$ cat src/rtl/shf_pkg.sv
package shf_pkg;

  typedef enum logic [1:0] {
    SK_LOGIC  = 2'd0,
    SK_ARITH  = 2'd1,
    SK_ROTATE = 2'd2,
    SK_SPARE  = 2'd3
  } shf_kind_e;

  typedef enum logic {
    SD_LEFT  = 1'b0,
    SD_RIGHT = 1'b1
  } shf_dir_e;

  typedef struct packed {
    shf_kind_e kind;
    shf_dir_e  dir;
  } shf_cmd_t;

  function automatic shf_cmd_t make_cmd(input logic [1:0] kind_bits, input logic dir_bit);
    shf_cmd_t c;
    c.kind = shf_kind_e'(kind_bits);
    c.dir  = shf_dir_e'(dir_bit);
    return c;
  endfunction

endpackage

$ cat src/rtl/shf_byte_alu.sv
// Single-byte shift/rotate stage. The first byte of a job uses the
// requested operation; every later byte rotates through the carry.
module shf_byte_alu
  import shf_pkg::*;
#(
  parameter int BYTE_W = 8
) (
  input  logic [BYTE_W-1:0] byte_i,
  input  logic              carry_i,
  input  logic              first_i,
  input  shf_cmd_t          cmd_i,
  output logic [BYTE_W-1:0] byte_o,
  output logic              carry_o
);

  logic use_rot;
  logic fill;

  always_comb begin
    use_rot = (cmd_i.kind == SK_ROTATE) || !first_i;
    fill    = 1'b0;
    if (cmd_i.dir == SD_LEFT) begin
      if (use_rot) fill = carry_i;
      byte_o  = {byte_i[BYTE_W-2:0], fill};
      carry_o = byte_i[BYTE_W-1];
    end else begin
      if (use_rot)                      fill = carry_i;
      else if (cmd_i.kind == SK_ARITH)  fill = byte_i[BYTE_W-1];
      byte_o  = {fill, byte_i[BYTE_W-1:1]};
      carry_o = byte_i[0];
    end
  end

endmodule

$ cat src/rtl/shf_bytefile.sv
// Register array holding the operand bytes: bulk load, one write per
// cycle, asynchronous read of one lane, and all lanes brought out.
module shf_bytefile #(
  parameter int N_BYTES = 4,
  parameter int BYTE_W  = 8,
  localparam int IDX_W  = (N_BYTES > 1) ? $clog2(N_BYTES) : 1,
  localparam int TOT_W  = N_BYTES * BYTE_W
) (
  input  logic              clk,
  input  logic              rst,
  input  logic              load_i,
  input  logic [TOT_W-1:0]  load_data_i,
  input  logic              wr_en_i,
  input  logic [IDX_W-1:0]  wr_idx_i,
  input  logic [BYTE_W-1:0] wr_data_i,
  input  logic [IDX_W-1:0]  rd_idx_i,
  output logic [BYTE_W-1:0] rd_data_o,
  output logic [TOT_W-1:0]  all_o
);

  logic [BYTE_W-1:0] lane_q [N_BYTES];

  for (genvar g = 0; g < N_BYTES; g++) begin : g_lane
    always_ff @(posedge clk) begin
      if (rst) begin
        lane_q[g] <= '0;
      end else if (load_i) begin
        lane_q[g] <= load_data_i[g*BYTE_W +: BYTE_W];
      end else if (wr_en_i && (wr_idx_i == IDX_W'(g))) begin
        lane_q[g] <= wr_data_i;
      end
    end
    assign all_o[g*BYTE_W +: BYTE_W] = lane_q[g];
  end

  assign rd_data_o = lane_q[rd_idx_i];

endmodule

$ cat src/rtl/shf_seq.sv
// Walks the selected byte lanes: upward for left jobs, downward for
// right jobs, one lane per cycle, then pulses done.
module shf_seq #(
  parameter int N_BYTES = 4,
  parameter int CNT_W   = 3,
  parameter int IDX_W   = 2
) (
  input  logic             clk,
  input  logic             rst,
  input  logic             start_i,
  input  logic [CNT_W-1:0] nbytes_i,
  input  logic             dir_right_i,
  output logic             accept_o,
  output logic             busy_o,
  output logic             first_o,
  output logic             done_o,
  output logic [IDX_W-1:0] idx_o
);

  logic [CNT_W-1:0] eff_n;
  logic [CNT_W-1:0] left_q;
  logic             down_q;

  always_comb begin
    if (nbytes_i == '0)                    eff_n = CNT_W'(1);
    else if (nbytes_i > CNT_W'(N_BYTES))   eff_n = CNT_W'(N_BYTES);
    else                                   eff_n = nbytes_i;
  end

  assign accept_o = start_i && !busy_o;

  always_ff @(posedge clk) begin
    if (rst) begin
      busy_o  <= 1'b0;
      first_o <= 1'b0;
      done_o  <= 1'b0;
      left_q  <= '0;
      idx_o   <= '0;
      down_q  <= 1'b0;
    end else begin
      done_o <= 1'b0;
      if (accept_o) begin
        busy_o  <= 1'b1;
        first_o <= 1'b1;
        left_q  <= eff_n;
        down_q  <= dir_right_i;
        idx_o   <= dir_right_i ? IDX_W'(eff_n - CNT_W'(1)) : '0;
      end else if (busy_o) begin
        first_o <= 1'b0;
        left_q  <= left_q - CNT_W'(1);
        idx_o   <= down_q ? (idx_o - IDX_W'(1)) : (idx_o + IDX_W'(1));
        if (left_q == CNT_W'(1)) begin
          busy_o <= 1'b0;
          done_o <= 1'b1;
        end
      end
    end
  end

endmodule

$ cat src/rtl/byteshift_unit.sv
module byteshift_unit
  import shf_pkg::*;
#(
  parameter int N_BYTES = 4,
  parameter int BYTE_W  = 8,
  localparam int CNT_W  = $clog2(N_BYTES + 1),
  localparam int IDX_W  = (N_BYTES > 1) ? $clog2(N_BYTES) : 1,
  localparam int TOT_W  = N_BYTES * BYTE_W
) (
  input  logic             clk,
  input  logic             rst,
  input  logic             start_i,
  input  logic [1:0]       op_i,
  input  logic             dir_i,
  input  logic [CNT_W-1:0] nbytes_i,
  input  logic             carry_i,
  input  logic [TOT_W-1:0] operand_i,
  output logic [TOT_W-1:0] result_o,
  output logic             carry_o,
  output logic             busy_o,
  output logic             done_o
);

  logic              accept;
  logic              first;
  logic [IDX_W-1:0]  idx;
  logic [BYTE_W-1:0] rd_byte;
  logic [BYTE_W-1:0] alu_byte;
  logic              alu_carry;
  shf_cmd_t          cmd_q;
  logic              carry_q;

  shf_seq #(
    .N_BYTES(N_BYTES),
    .CNT_W  (CNT_W),
    .IDX_W  (IDX_W)
  ) u_seq (
    .clk        (clk),
    .rst        (rst),
    .start_i    (start_i),
    .nbytes_i   (nbytes_i),
    .dir_right_i(dir_i),
    .accept_o   (accept),
    .busy_o     (busy_o),
    .first_o    (first),
    .done_o     (done_o),
    .idx_o      (idx)
  );

  shf_bytefile #(
    .N_BYTES(N_BYTES),
    .BYTE_W (BYTE_W)
  ) u_file (
    .clk        (clk),
    .rst        (rst),
    .load_i     (accept),
    .load_data_i(operand_i),
    .wr_en_i    (busy_o),
    .wr_idx_i   (idx),
    .wr_data_i  (alu_byte),
    .rd_idx_i   (idx),
    .rd_data_o  (rd_byte),
    .all_o      (result_o)
  );

  shf_byte_alu #(
    .BYTE_W(BYTE_W)
  ) u_alu (
    .byte_i (rd_byte),
    .carry_i(carry_q),
    .first_i(first),
    .cmd_i  (cmd_q),
    .byte_o (alu_byte),
    .carry_o(alu_carry)
  );

  always_ff @(posedge clk) begin
    if (rst) begin
      cmd_q   <= make_cmd(2'd0, 1'b0);
      carry_q <= 1'b0;
    end else if (accept) begin
      cmd_q   <= make_cmd(op_i, dir_i);
      carry_q <= carry_i;
    end else if (busy_o) begin
      carry_q <= alu_carry;
    end
  end

  assign carry_o = carry_q;

endmodule

$ cat config.mk
export PLATFORM = sky130hd
export DESIGN_NAME = byteshift_unit
export DESIGN_NICKNAME = d
export VERILOG_FILES = /design/src/rtl/shf_pkg.sv /design/src/rtl/shf_byte_alu.sv /design/src/rtl/shf_bytefile.sv /design/src/rtl/shf_seq.sv /design/src/rtl/byteshift_unit.sv
export SDC_FILE = /design/constraint.sdc
export NUM_CORES = 1
export LEC_CHECK = 0
export BUFFER_PORTS_ARGS = -buffer_cell sky130_fd_sc_hd__buf_2
export CORE_MARGIN = 5
export CORE_UTILIZATION = 31
export DETAILED_ROUTE_END_ITERATION = 8
export RECOVER_POWER = 25
export SYNTH_ARGS = -nofsm -noshare
export SYNTH_HDL_FRONTEND = slang
export SYNTH_SLANG_ARGS = --single-unit
$ cat constraint.sdc
create_clock -name clk -period 2 [get_ports clk]
set_clock_uncertainty 0.2 [all_clocks]
set_input_delay 0.3 -clock clk [delete_from_list [all_inputs] [get_ports clk]]
set_output_delay 0.3 -clock clk [all_outputs]
set_load 0.02 [all_outputs]
==> results of run 1 <==
==> metal layers <==
| layer | global-route usage | part of all wire | up-vias |
|---|---|---|---|
| met5 | 0 | 0 | - |
| met4 | 0.0304 | 0.0099 | 0 |
| met3 | 0.0318 | 0.081 | 5 |
| met2 | 0.232 | 0.47 | 77 |
| met1 | 0.189 | 0.44 | 888 |
| li1 | - | - | 949 |
==> power groups by stage <==
stage | logic [uW] | registers (uW) | clock network, uW
2_1_floorplan | 273 | 1270 | 0
3_3_place_gp | 565 | 1190 | 0
3_5_place_dp | 571 | 1190 | 0
4_1_cts | 573 | 1170 | 725
5_1_grt | 610 | 1180 | 758
6_report | 556 | 1170 | 706
==> how the worst min path moves through the flow <==
| stage | to | slack (ns) | start |
|---|---|---|---|
| finish | cmd_q[2] | 0.04 | op_i[1] |
| global route | u_file.lane_q[1][0] | 0.08 | operand_i[8] |
| detailed placement | u_seq.left_q[2] | 0.27 | u_seq.left_q[2] |
| CTS | cmd_q[2] | 0.03 | op_i[1] |
| global placement | u_seq.left_q[2] | 0.26 | u_seq.left_q[2] |
| floorplan | u_seq.busy_o | 0.18 | rst |
==> kinds of logic after synthesis <==
group                    share of synthesized area
buffers and inverters                       0.0404
adder cells (fa/ha/maj)                     0.0323
AO/OA/AOI/OAI                                0.140
flip-flops                                   0.534
XOR/XNOR                                   0.00377
multiplexers                                 0.138
AND/OR/NAND/NOR                              0.112
==> cell usage in the layout, fill, tap and decap left out, drive strengths merged <==
cell	count
buf	65
nand2	43
edfxtp	32
o21ai	30
clkbuf	29
mux2i	14
dfxtp	14
nor2	9
inv	9
mux2	8
ha	6
nor2b	5
a211oi	5
mux4	4
a21oi	4
o21a	3
a32o	3
clkinv	3
nor3	1
or2	1
nand4b	1
a31oi	1
a22o	1
xnor2	1
o22ai	1
o211ai	1
a221oi	1
or4	1
a311oi	1
a32oi	1
and3	1
bufinv	1
==> final cells by class <==
class	instances	area share
Multi-Input combinational cell	147	0.333
Timing Repair Buffer	89	0.158
Clock inverter	3	0.0147
Tap cell	99	0.0415
Clock buffer	5	0.0231
Sequential cell	46	0.416
Inverter	10	0.0126
==> Yosys cell counts <==
cell type   n  area (um^2)
a211oi_1    5         37.5
a21oi_1     4         20.0
a221oi_1    1         8.76
a22o_1      1         8.76
a311oi_1    1         8.76
a31oi_2     1         12.5
a32o_1      3         30.0
a32oi_1     1         8.76
and3_1      1         6.26
buf_1       1         3.75
buf_4       2         15.0
buf_6       1         11.3
clkbuf_1    7         26.3
clkinv_1    2         7.51
dfxtp_1    14          280
edfxtp_1   32          961
ha_1        6         75.1
inv_1       7         26.3
inv_2       1         3.75
mux2_2      8         90.1
mux2i_1    14          140
mux4_2      4         90.1
nand2_1    43          161
nand4b_1    1         8.76
nor2_1      9         33.8
nor2b_1     5         31.3
nor3_1      1         5.00
o211ai_1    1         7.51
o21a_1      3         22.5
o21ai_0     1         5.00
o21ai_1    28          140
o21ai_2     1         8.76
o22ai_1     1         6.26
or2_1       1         6.26
or4_1       1         7.51
xnor2_1     1         8.76
==> tightest hold or removal path, cell delays in order <==
cell	delay, ns
buf_2	0.08
mux2i_1	0.05
nor2_1	0.07
==> flip-flops by register name, indices dropped and copies added (netlist names), named ones only <==
register and flops:
cmd_q 2, u_seq.idx_o 2, u_file.lane_q 32, carry_o 1, u_seq.done_o 1, u_seq.first_o 1, u_seq.busy_o 1, u_seq.left_q 3
u_seq.down_q 1
==> metrics by stage <==
step / utilization / hold WS, ns
5_1_grt: 0.409 / 0.0802
3_3_place_gp: 0.398 / 0.258
4_1_cts: 0.413 / 0.0320
3_5_place_dp: 0.398 / 0.272
2_1_floorplan: - / 0.178
6_report: 0.409 / 0.0440
==> run_summary.xml, run 1 <==
<?xml version="1.0" encoding="UTF-8"?>
<metrics>
  <group name="run_status">
    <metric name="run_status" unit="">finished, final reports clean</metric>
  </group>
  <group name="clock_tree">
    <metric name="clock_latency" unit="ns">0.30</metric>
    <metric name="cts-hold-fix-buffers" unit="">0</metric>
    <metric name="clk_root_buffer_cell" unit="">clkbuf_8</metric>
    <metric name="post_cts_buffers" unit="">0</metric>
    <metric name="clock_input_transition_at_the_sequential_cells_of_the_worst_setup_and_hold_paths" unit="ns">0.09</metric>
    <metric name="clock_tree.htree_level_count" unit="">2</metric>
    <metric name="cts-buffers-inserted" unit="">5</metric>
    <metric name="postCtsResizedCells" unit="">1</metric>
    <metric name="clk_path_buf_depth" unit="">2</metric>
    <metric name="cts_tree" unit="">built</metric>
    <metric name="clock-sinks" unit="">46</metric>
  </group>
  <group name="worst_setup_path">
    <metric name="worst-path-buf-inv" unit="">0</metric>
    <metric name="worstReg2RegEnd" unit="">u_file.lane_q[3][7]</metric>
    <metric name="flop2flop_setup_slack" unit="ns">0.07</metric>
    <metric name="path_max_fanout" unit="">4</metric>
    <metric name="critical_path.endpoint" unit="">u_file.lane_q[3][7]</metric>
    <metric name="worstRegToRegCells" unit="">4</metric>
    <metric name="cp_top_family" unit="">multiplexers</metric>
    <metric name="cpMaxStageDelayCell" unit="">mux4_2</metric>
    <metric name="cp-end-kind" unit="">flip-flop</metric>
    <metric name="max_stage_delay" unit="ns">0.55</metric>
    <metric name="arrival" unit="ns">1.78</metric>
    <metric name="cp_cell_sequence" unit="">mux4_2, nand4b_1, a31oi_2, a32o_1</metric>
    <metric name="timing.critical_path.from_type" unit="">flip-flop</metric>
    <metric name="setup.worst_path.class" unit="">flip-flop to flip-flop</metric>
    <metric name="worst_ep_required_time" unit="ns">1.86</metric>
    <metric name="count_of_cell_instances_traversed_by_the_critical_path" unit="">4</metric>
  </group>
  <group name="sta">
    <metric name="postLayoutSetupSlackWorst" unit="ns">0.0728</metric>
    <metric name="tns" unit="ns">0</metric>
    <metric name="finalHoldViolCount" unit="">0</metric>
    <metric name="slew_headroom" unit="">0.702</metric>
    <metric name="finalMaxSlewViolations" unit="">0</metric>
    <metric name="actual_slew_at_the_worst_max_slew_pin" unit="ns">0.446</metric>
    <metric name="f_max" unit="MHz">519</metric>
    <metric name="minimum_clock_period_after_layout" unit="ns">1.93</metric>
    <metric name="post-route-period-util" unit="">0.964</metric>
    <metric name="setup_viol" unit="">0</metric>
    <metric name="unrepaired_setup_endpoints_after_global_routing" unit="">false</metric>
  </group>
  <group name="finish">
    <metric name="multi_input_comb_area" unit="um^2">995</metric>
    <metric name="insertedDiodeCount" unit="">0</metric>
    <metric name="fin_nets" unit="">347</metric>
    <metric name="final.fill_count" unit="">758</metric>
    <metric name="sequential_cell_area" unit="um^2">1240</metric>
    <metric name="post_route_cell_area" unit="um^2">2980</metric>
    <metric name="final_cell_count_no_fill" unit="">399</metric>
    <metric name="area.growth.synth_to_final" unit="%">28.4</metric>
    <metric name="layout-drive-gt1-share" unit="">0.300</metric>
  </group>
  <group name="route">
    <metric name="detail_route.wirelength" unit="um">6580</metric>
    <metric name="drt_iter0_markers" unit="">166</metric>
    <metric name="drt.antenna.violating_nets" unit="">0</metric>
    <metric name="firstDrtPassIters" unit="">5</metric>
    <metric name="wire_per_inst" unit="um">16.5</metric>
    <metric name="route.vias.total" unit="">1919</metric>
    <metric name="avgViaCountPerCell" unit="">4.81</metric>
    <metric name="detail_route.drc_violations" unit="">0</metric>
  </group>
  <group name="global_route">
    <metric name="grt_start_max_net_pins" unit="">33</metric>
    <metric name="global_route_wire_length_before_repair" unit="um">9920</metric>
    <metric name="globalRoute.totalOverflow" unit="">0</metric>
    <metric name="first_global_vias" unit="">1923</metric>
    <metric name="gr-usage-all-layers" unit="">0.140</metric>
    <metric name="number_of_antenna_violations_at_the_first_check_in_global_routing" unit="">0</metric>
  </group>
  <group name="power">
    <metric name="seqPwrFrac" unit="">0.482</metric>
    <metric name="combPwrFrac" unit="">0.228</metric>
    <metric name="peakVddDrop" unit="uV">373</metric>
    <metric name="power.leakage" unit="uW">0.00116</metric>
    <metric name="power_switching_share" unit="">0.297</metric>
    <metric name="power.total" unit="uW">2430</metric>
    <metric name="share_clk_of_total_power" unit="">0.290</metric>
    <metric name="power.switching" unit="uW">722</metric>
    <metric name="cellPowerDensity" unit="nW/um^2">815</metric>
    <metric name="power.internal" unit="uW">1710</metric>
  </group>
  <group name="synthesis">
    <metric name="postSynthNetCount" unit="">262</metric>
    <metric name="ys_types" unit="">36</metric>
    <metric name="post_synth_instance_area" unit="um^2">2320</metric>
    <metric name="ys_seq_elements" unit="">46</metric>
    <metric name="synth.yosys.seq_area_share" unit="">0.534</metric>
    <metric name="post_synth_inst_count" unit="">214</metric>
    <metric name="syn_avg_cell_area" unit="um^2">10.9</metric>
    <metric name="synthesis.yosys.warnings" unit="">0</metric>
  </group>
  <group name="placement">
    <metric name="dpl.hpwl" unit="um">4980</metric>
    <metric name="place.detailed.instances" unit="">391</metric>
    <metric name="io_buffers" unit="">76</metric>
    <metric name="gpl.final_weighted_congestion" unit="">0.831</metric>
    <metric name="dp_slack" unit="ns">0.0173</metric>
    <metric name="placed_cell_area" unit="um^2">2900</metric>
  </group>
  <group name="floorplan">
    <metric name="die_area" unit="um^2">9330</metric>
    <metric name="fp.coreArea" unit="um^2">7290</metric>
    <metric name="floorplan.initialDensity" unit="">0.319</metric>
    <metric name="num_rows" unit="">31</metric>
    <metric name="fp.dieW" unit="um">96.6</metric>
    <metric name="overall_die_height" unit="um">96.6</metric>
    <metric name="count_of_boundary_i_o_pins" unit="">77</metric>
  </group>
  <group name="hold_path">
    <metric name="timing.hold.worst.class" unit="">input pin to flip-flop</metric>
    <metric name="timing.hold.worst_path_depth" unit="">3</metric>
  </group>
  <group name="job">
    <metric name="maxCapViolCount" unit="">0</metric>
  </group>
</metrics>
Power figures use the tool's default switching activity.
==> run 2: changes to the inputs <==
- GPL_TIMING_DRIVEN: not set -> 0
- SYNTH_HIERARCHICAL: not set -> 1
==> run 2 against run 1 <==
The run now ends with negative setup slack left. Sequential cell count is 1 lower. Worst setup slack got worse by 0.14 ns. Synthesized cell count is 16% lower. Register-to-register slack got worse by 0.14 ns. Critical path type unchanged. Critical endpoint is now u_file/lane_q[3][6]. Largest cell class is now multi-input combinational cells.
==> run_summary.xml, run 2 <==
<?xml version="1.0" encoding="UTF-8"?>
<metrics>
  <group name="global_route">
    <metric name="gr-usage-all-layers" unit="">0.146</metric>
    <metric name="number_of_antenna_violations_at_the_first_check_in_global_routing" unit="">0</metric>
    <metric name="first_global_vias" unit="">2096</metric>
    <metric name="grt_start_max_net_pins" unit="">15</metric>
    <metric name="global_route_wire_length_before_repair" unit="um">11100</metric>
    <metric name="globalRoute.totalOverflow" unit="">0</metric>
  </group>
  <group name="job">
    <metric name="maxCapViolCount" unit="">0</metric>
  </group>
  <group name="synthesis">
    <metric name="synth-main-ff-cell" unit="">edfxtp_1</metric>
    <metric name="synth_top_cells_by_area" unit="">edfxtp_1, dfxtp_1, mux4_2, a32o_1, o2bb2ai_2</metric>
    <metric name="post_synth_instance_area" unit="um^2">2460</metric>
    <metric name="postSynthNetCount" unit="">224</metric>
    <metric name="synth.most_common_cell" unit="">edfxtp_1</metric>
    <metric name="synth.top_cells.by_count" unit="">edfxtp_1, a32o_1, dfxtp_1</metric>
    <metric name="synth.yosys.seq_area_share" unit="">0.497</metric>
    <metric name="ys_types" unit="">45</metric>
    <metric name="ys_seq_elements" unit="">45</metric>
    <metric name="post_synth_inst_count" unit="">180</metric>
    <metric name="yosys.area.top_type" unit="">edfxtp_1</metric>
    <metric name="synth_enable_flop_cells" unit="">32</metric>
    <metric name="netlist.area_leader.share" unit="">0.391</metric>
    <metric name="syn_avg_cell_area" unit="um^2">13.7</metric>
    <metric name="async_flop_share" unit="">0</metric>
    <metric name="synthesis.yosys.warnings" unit="">6</metric>
  </group>
  <group name="route">
    <metric name="detail_route.drc_violations" unit="">0</metric>
    <metric name="drt_iter0_markers" unit="">110</metric>
    <metric name="route.vias.total" unit="">2006</metric>
    <metric name="avgViaCountPerCell" unit="">5.31</metric>
    <metric name="detail_route.wirelength" unit="um">7330</metric>
    <metric name="firstDrtPassIters" unit="">4</metric>
    <metric name="drt.antenna.violating_nets" unit="">0</metric>
    <metric name="wire_per_inst" unit="um">19.4</metric>
  </group>
  <group name="power">
    <metric name="cellPowerDensity" unit="nW/um^2">757</metric>
    <metric name="power.leakage" unit="uW">0.00129</metric>
    <metric name="peakVddDrop" unit="uV">331</metric>
  </group>
  <group name="clock_tree">
    <metric name="cts-buffers-inserted" unit="">5</metric>
    <metric name="clock_tree.htree_level_count" unit="">2</metric>
    <metric name="clk_root_buffer_cell" unit="">clkbuf_8</metric>
    <metric name="clock_input_transition_at_the_sequential_cells_of_the_worst_setup_and_hold_paths" unit="ns">0.08</metric>
    <metric name="clock-sinks" unit="">45</metric>
    <metric name="cts_tree" unit="">built</metric>
    <metric name="cts-hold-fix-buffers" unit="">0</metric>
    <metric name="clock_latency" unit="ns">0.30</metric>
    <metric name="clk_path_buf_depth" unit="">2</metric>
  </group>
  <group name="finish">
    <metric name="most-common-layout-cells" unit="">buf_2, edfxtp_1, clkbuf_1, a32o_1</metric>
    <metric name="layout-drive-gt1-share" unit="">0.504</metric>
    <metric name="final_cell_count_no_fill" unit="">378</metric>
    <metric name="area.growth.synth_to_final" unit="%">34.7</metric>
    <metric name="biggestRegsByFlops" unit="">u_file/lane_q: 32 flops, cmd_q: 3 flops, u_seq/left_q: 3 flops</metric>
    <metric name="multi_input_comb_area" unit="um^2">1240</metric>
    <metric name="max_flop_register" unit="">u_file/lane_q</metric>
    <metric name="largest_register_ff_count" unit="">32</metric>
    <metric name="insertedDiodeCount" unit="">0</metric>
    <metric name="final.fill_count" unit="">766</metric>
    <metric name="final_common_cell" unit="">buf_2</metric>
    <metric name="post_route_cell_area" unit="um^2">3310</metric>
    <metric name="fin_nets" unit="">319</metric>
    <metric name="sequential_cell_area" unit="um^2">1230</metric>
  </group>
  <group name="placement">
    <metric name="placed_cell_area" unit="um^2">2990</metric>
    <metric name="gpl.final_weighted_congestion" unit="">0.783</metric>
    <metric name="dp_slack" unit="ns">-0.598</metric>
    <metric name="io_buffers" unit="">76</metric>
    <metric name="place.detailed.instances" unit="">358</metric>
    <metric name="dpl.hpwl" unit="um">5280</metric>
  </group>
  <group name="sta">
    <metric name="actual_slew_at_the_worst_max_slew_pin" unit="ns">0.683</metric>
    <metric name="tns" unit="ns">-0.880</metric>
    <metric name="setup_viol" unit="">18</metric>
    <metric name="post-route-period-util" unit="">1.04</metric>
    <metric name="postLayoutSetupSlackWorst" unit="ns">-0.0715</metric>
    <metric name="minimum_clock_period_after_layout" unit="ns">2.07</metric>
    <metric name="unrepaired_setup_endpoints_after_global_routing" unit="">true</metric>
    <metric name="finalHoldViolCount" unit="">0</metric>
    <metric name="finalMaxSlewViolations" unit="">0</metric>
    <metric name="f_max" unit="MHz">483</metric>
    <metric name="slew_headroom" unit="">0.543</metric>
  </group>
  <group name="worst_setup_path">
    <metric name="worst_r2r_startpoint" unit="">u_seq/idx_o[0]</metric>
    <metric name="timing.critical_path.from_type" unit="">flip-flop</metric>
    <metric name="cp_top_family" unit="">multiplexers</metric>
    <metric name="setup.worst_path.class" unit="">flip-flop to flip-flop</metric>
    <metric name="worst-path-buf-inv" unit="">1</metric>
    <metric name="cp-end-kind" unit="">flip-flop</metric>
    <metric name="cpMaxStageDelayCell" unit="">mux4_2</metric>
    <metric name="cp_cell_sequence" unit="">buf_12, mux4_2, mux2_4, a32o_1</metric>
    <metric name="worst_ep_required_time" unit="ns">1.86</metric>
    <metric name="max_stage_delay" unit="ns">0.56</metric>
    <metric name="path_max_fanout" unit="">8</metric>
    <metric name="arrival" unit="ns">1.93</metric>
    <metric name="critical_path.startpoint" unit="">u_seq/idx_o[0]</metric>
  </group>
  <group name="run_status">
    <metric name="run_status" unit="">complete, but fails checks</metric>
    <metric name="violations" unit="">negative setup slack</metric>
  </group>
  <group name="floorplan">
    <metric name="fp.dieW" unit="um">99.1</metric>
    <metric name="floorplan.initialDensity" unit="">0.318</metric>
    <metric name="die_area" unit="um^2">9810</metric>
    <metric name="overall_die_height" unit="um">99.1</metric>
    <metric name="fp.coreArea" unit="um^2">7730</metric>
    <metric name="count_of_boundary_i_o_pins" unit="">77</metric>
    <metric name="num_rows" unit="">32</metric>
  </group>
  <group name="hold_path">
    <metric name="timing.hold.worst.class" unit="">input pin to flip-flop</metric>
    <metric name="hold_start" unit="">op_i[0]</metric>
  </group>
</metrics>
==> run 2: cells by family after synthesis <==
group                    after synthesis  synth area share
AO/OA/AOI/OAI                         51             0.203
flip-flops                            45             0.497
AND/OR/NAND/NOR                       37            0.0992
buffers and inverters                 22            0.0443
multiplexers                          22             0.143
adder cells (fa/ha/maj)                2            0.0102
XOR/XNOR                               1           0.00356
==> run 2: routing by layer <==
metal	routed length [um]	global-route usage
met5	0	0
met4	129	0.0536
met1	2950	0.186
met2	3730	0.248
met3	509	0.0255
==> run 2: layout make-up <==
| type | instances | area share |
|---|---|---|
| flip-flops and latches | 45 | 0.372 |
| inverters | 6 | 0.00680 |
| multi-input cells | 113 | 0.373 |
| plain buffers | 15 | 0.0287 |
| well taps | 102 | 0.0385 |
| clock buffers | 6 | 0.0219 |
| clock inverters | 2 | 0.0117 |
| repair buffers | 89 | 0.147 |
==> run 2: timing repair <==
action                                  4_1_cts  5_1_grt
gates resized for setup                      20       10
setup buffers                                11        2
pin swaps                                    12        5
endpoints found under the setup margin       65       50
==> run 2: per-stage QoR <==
step | util | hold slack [ns] | total power (uW)
4_1_cts | 0.423 | 0.0583 | 2490
5_1_grt | 0.428 | 0.0752 | 2610
3_5_place_dp | 0.387 | 0.295 | 1760
6_report | 0.428 | 0.0610 | 2500
2_1_floorplan | - | 0.165 | 1540
3_3_place_gp | 0.387 | 0.275 | 1750
==> run 2: worst reg2reg max path, stage by stage, from the launching register on <==
cell     delay (ns)
dfxtp_4        0.37
buf_12         0.14
mux4_2         0.56
mux2_4         0.31
a32o_1         0.25
==> run 2: final timing paths <==
path                              end  slack [ns]  cells after the start
setup / recovery  u_file/lane_q[3][6]       -0.07                      4
setup reg to reg  u_file/lane_q[3][6]       -0.07                      4
hold / removal               cmd_q[1]        0.06                      3
hold reg to reg          u_seq/down_q        0.29                      2
==> run 2: power by group <==
group | internal [uW] | switching, uW
Clock | 375 | 307
Sequential | 1090 | 50.4
Combinational | 302 | 384
==> run 3: changes to the inputs <==
- clock period: 2 -> 2.1 ns (I/O delays scaled with it)
==> run 3 against run 2 <==
The run now ends clean. First-iteration DRC count down 17%. Worst setup slack gained 0.093 ns. Sequential cell count stayed put. Critical endpoint is now u_file/lane_q[3][7]. Critical path depth up 1. Die area unchanged. Combinational power down 10%. Utilization decreased by 1.1 points. Sequential power is 5% lower. Total power is 11% lower. Critical path type unchanged. Global-route usage shrank 0.16 points.
==> run_summary.xml, run 3 (synthesis gave the netlist of run 2 again) <==
<?xml version="1.0" encoding="UTF-8"?>
<metrics>
  <group name="run_status">
    <metric name="run_status" unit="">finished, final reports clean</metric>
  </group>
  <group name="power">
    <metric name="power.internal" unit="uW">1540</metric>
    <metric name="power.switching" unit="uW">700</metric>
    <metric name="cellPowerDensity" unit="nW/um^2">693</metric>
    <metric name="share_clk_of_total_power" unit="">0.241</metric>
    <metric name="power.total" unit="uW">2240</metric>
    <metric name="power.leakage" unit="uW">0.00121</metric>
    <metric name="combPwrFrac" unit="">0.275</metric>
    <metric name="seqPwrFrac" unit="">0.484</metric>
    <metric name="peakVddDrop" unit="uV">245</metric>
    <metric name="power_switching_share" unit="">0.313</metric>
  </group>
  <group name="finish">
    <metric name="final_core_utilization" unit="">0.418</metric>
    <metric name="layout-drive-gt1-share" unit="">0.445</metric>
    <metric name="insertedDiodeCount" unit="">0</metric>
    <metric name="max_flop_register" unit="">u_file/lane_q</metric>
    <metric name="most-common-layout-cells" unit="">buf_2, edfxtp_1, clkbuf_1, a32o_1, dfxtp_1</metric>
    <metric name="biggestRegsByFlops" unit="">u_file/lane_q: 32 flops, cmd_q: 3 flops, u_seq/left_q: 3 flops</metric>
    <metric name="sequential_cell_area" unit="um^2">1230</metric>
    <metric name="largest_register_ff_count" unit="">32</metric>
    <metric name="final.fill_count" unit="">747</metric>
    <metric name="area.growth.synth_to_final" unit="%">31.2</metric>
    <metric name="multi_input_comb_area" unit="um^2">1190</metric>
    <metric name="final_common_cell" unit="">buf_2</metric>
    <metric name="fin_nets" unit="">317</metric>
  </group>
  <group name="global_route">
    <metric name="globalRoute.totalOverflow" unit="">0</metric>
    <metric name="number_of_antenna_violations_at_the_first_check_in_global_routing" unit="">0</metric>
    <metric name="first_global_vias" unit="">2046</metric>
    <metric name="grt_start_max_net_pins" unit="">15</metric>
    <metric name="gr-usage-all-layers" unit="">0.145</metric>
    <metric name="global_route_wire_length_before_repair" unit="um">10900</metric>
  </group>
  <group name="sta">
    <metric name="unrepaired_setup_endpoints_after_global_routing" unit="">true</metric>
    <metric name="actual_slew_at_the_worst_max_slew_pin" unit="ns">0.949</metric>
    <metric name="slew_headroom" unit="">0.366</metric>
    <metric name="minimum_clock_period_after_layout" unit="ns">2.08</metric>
    <metric name="finalMaxSlewViolations" unit="">0</metric>
    <metric name="f_max" unit="MHz">481</metric>
    <metric name="finalHoldViolCount" unit="">0</metric>
    <metric name="post-route-period-util" unit="">0.990</metric>
    <metric name="setup_viol" unit="">0</metric>
  </group>
  <group name="clock_tree">
    <metric name="clock-sinks" unit="">45</metric>
    <metric name="clock_latency" unit="ns">0.30</metric>
    <metric name="cts-buffers-inserted" unit="">5</metric>
    <metric name="clk_path_buf_depth" unit="">2</metric>
    <metric name="cts-hold-fix-buffers" unit="">0</metric>
    <metric name="clock_tree.htree_level_count" unit="">2</metric>
    <metric name="cts_tree" unit="">built</metric>
    <metric name="clock_input_transition_at_the_sequential_cells_of_the_worst_setup_and_hold_paths" unit="ns">0.09</metric>
    <metric name="clk_root_buffer_cell" unit="">clkbuf_8</metric>
  </group>
  <group name="route">
    <metric name="detail_route.wirelength" unit="um">7130</metric>
    <metric name="detail_route.drc_violations" unit="">0</metric>
    <metric name="route.vias.total" unit="">1967</metric>
    <metric name="avgViaCountPerCell" unit="">5.23</metric>
    <metric name="wire_per_inst" unit="um">19.0</metric>
    <metric name="drt.antenna.violating_nets" unit="">0</metric>
    <metric name="firstDrtPassIters" unit="">5</metric>
    <metric name="drt_iter0_markers" unit="">91</metric>
  </group>
  <group name="worst_setup_path">
    <metric name="worstReg2RegEnd" unit="">u_file/lane_q[3][7]</metric>
    <metric name="path_max_fanout" unit="">8</metric>
    <metric name="arrival" unit="ns">1.94</metric>
    <metric name="flop2flop_setup_slack" unit="ns">0.02</metric>
    <metric name="cp-end-kind" unit="">flip-flop</metric>
    <metric name="worst_ep_required_time" unit="ns">1.96</metric>
    <metric name="setup.worst_path.class" unit="">flip-flop to flip-flop</metric>
    <metric name="worst_r2r_startpoint" unit="">u_seq/idx_o[0]</metric>
    <metric name="timing.critical_path.from_type" unit="">flip-flop</metric>
    <metric name="worstRegToRegCells" unit="">5</metric>
  </group>
  <group name="floorplan">
    <metric name="fp.coreArea" unit="um^2">7730</metric>
    <metric name="die_area" unit="um^2">9810</metric>
    <metric name="count_of_boundary_i_o_pins" unit="">77</metric>
    <metric name="fp.dieW" unit="um">99.1</metric>
    <metric name="floorplan.initialDensity" unit="">0.318</metric>
    <metric name="num_rows" unit="">32</metric>
    <metric name="overall_die_height" unit="um">99.1</metric>
  </group>
  <group name="placement">
    <metric name="dpl.hpwl" unit="um">5130</metric>
    <metric name="io_buffers" unit="">76</metric>
    <metric name="gpl.final_weighted_congestion" unit="">0.804</metric>
  </group>
  <group name="hold_path">
    <metric name="timing.hold.worst.class" unit="">input pin to flip-flop</metric>
    <metric name="timing.hold.worst_path_depth" unit="">3</metric>
    <metric name="hold_start" unit="">op_i[0]</metric>
    <metric name="holdPathEnd" unit="">cmd_q[1]</metric>
  </group>
  <group name="job">
    <metric name="maxCapViolCount" unit="">0</metric>
  </group>
</metrics>
-- run 3: power by group through the flow --
stage	clock network [uW]	registers [uW]	logic [uW]
floorplan	0	1170	298
global placement	0	1100	556
detailed placement	0	1100	560
CTS	546	1080	607
global route	598	1090	655
finish	539	1080	614
-- run 3: what timing repair did --
| item | 4_1_cts | 5_1_grt |
|---|---|---|
| pin swaps | 4 | 6 |
| resized for setup | 19 | 8 |
| setup buffers | 8 | 2 |
| setup endpoints to repair | 65 | 35 |
-- run 3: cell type report --
cell class              instances  area share
well taps                     102      0.0396
multi-input cells             113       0.370
plain buffers                  16      0.0357
clock buffers                   6      0.0225
repair buffers                 86       0.140
inverters                       6     0.00698
clock inverters                 2     0.00465
flip-flops and latches         45       0.381
-- run 3: worst max-delay path, cell delays in order, from the launching register on --
cell and delay [ns]:
dfxtp_4 0.38, buf_12 0.14, mux4_2 0.56, nand4b_1 0.17, a31oi_4 0.13, a32o_1 0.26
-- run 3: worst max path at each step --
| stage | startpoint | to | slack [ns] |
|---|---|---|---|
| floorplan | u_seq/busy_o | u_file/lane_q[0][0] | -0.05 |
| global placement | start_i | u_file/lane_q[2][7] | -0.52 |
| detailed placement | start_i | u_file/lane_q[2][7] | -0.52 |
| CTS | u_seq/idx_o[0] | u_file/lane_q[3][7] | 0.008 |
| global route | u_seq/idx_o[0] | u_file/lane_q[1][7] | -0.03 |
| finish | u_seq/idx_o[0] | u_file/lane_q[3][7] | 0.02 |
-- run 3: routing by layer --
layer	up-vias	GRT usage	routed length (um)
met5	-	0	0
met4	0	0.0704	144
met3	13	0.0290	405
met2	70	0.236	3600
met1	978	0.182	2980
li1	906	-	-
-- run 3: per-stage QoR --
step           worst slack, ns  hold slack (ns)  TNS (ns)  area, um^2  cells
2_1_floorplan          -0.0464            0.180    -0.743        2460    180
3_3_place_gp            -0.521            0.276    -20.38        2970    358
3_5_place_dp            -0.523            0.280    -21.16        2970    358
4_1_cts                0.00773           0.0451         0        3210    374
5_1_grt                -0.0292           0.0719    -0.107        3230    376
6_report                0.0216           0.0439         0        3230    376
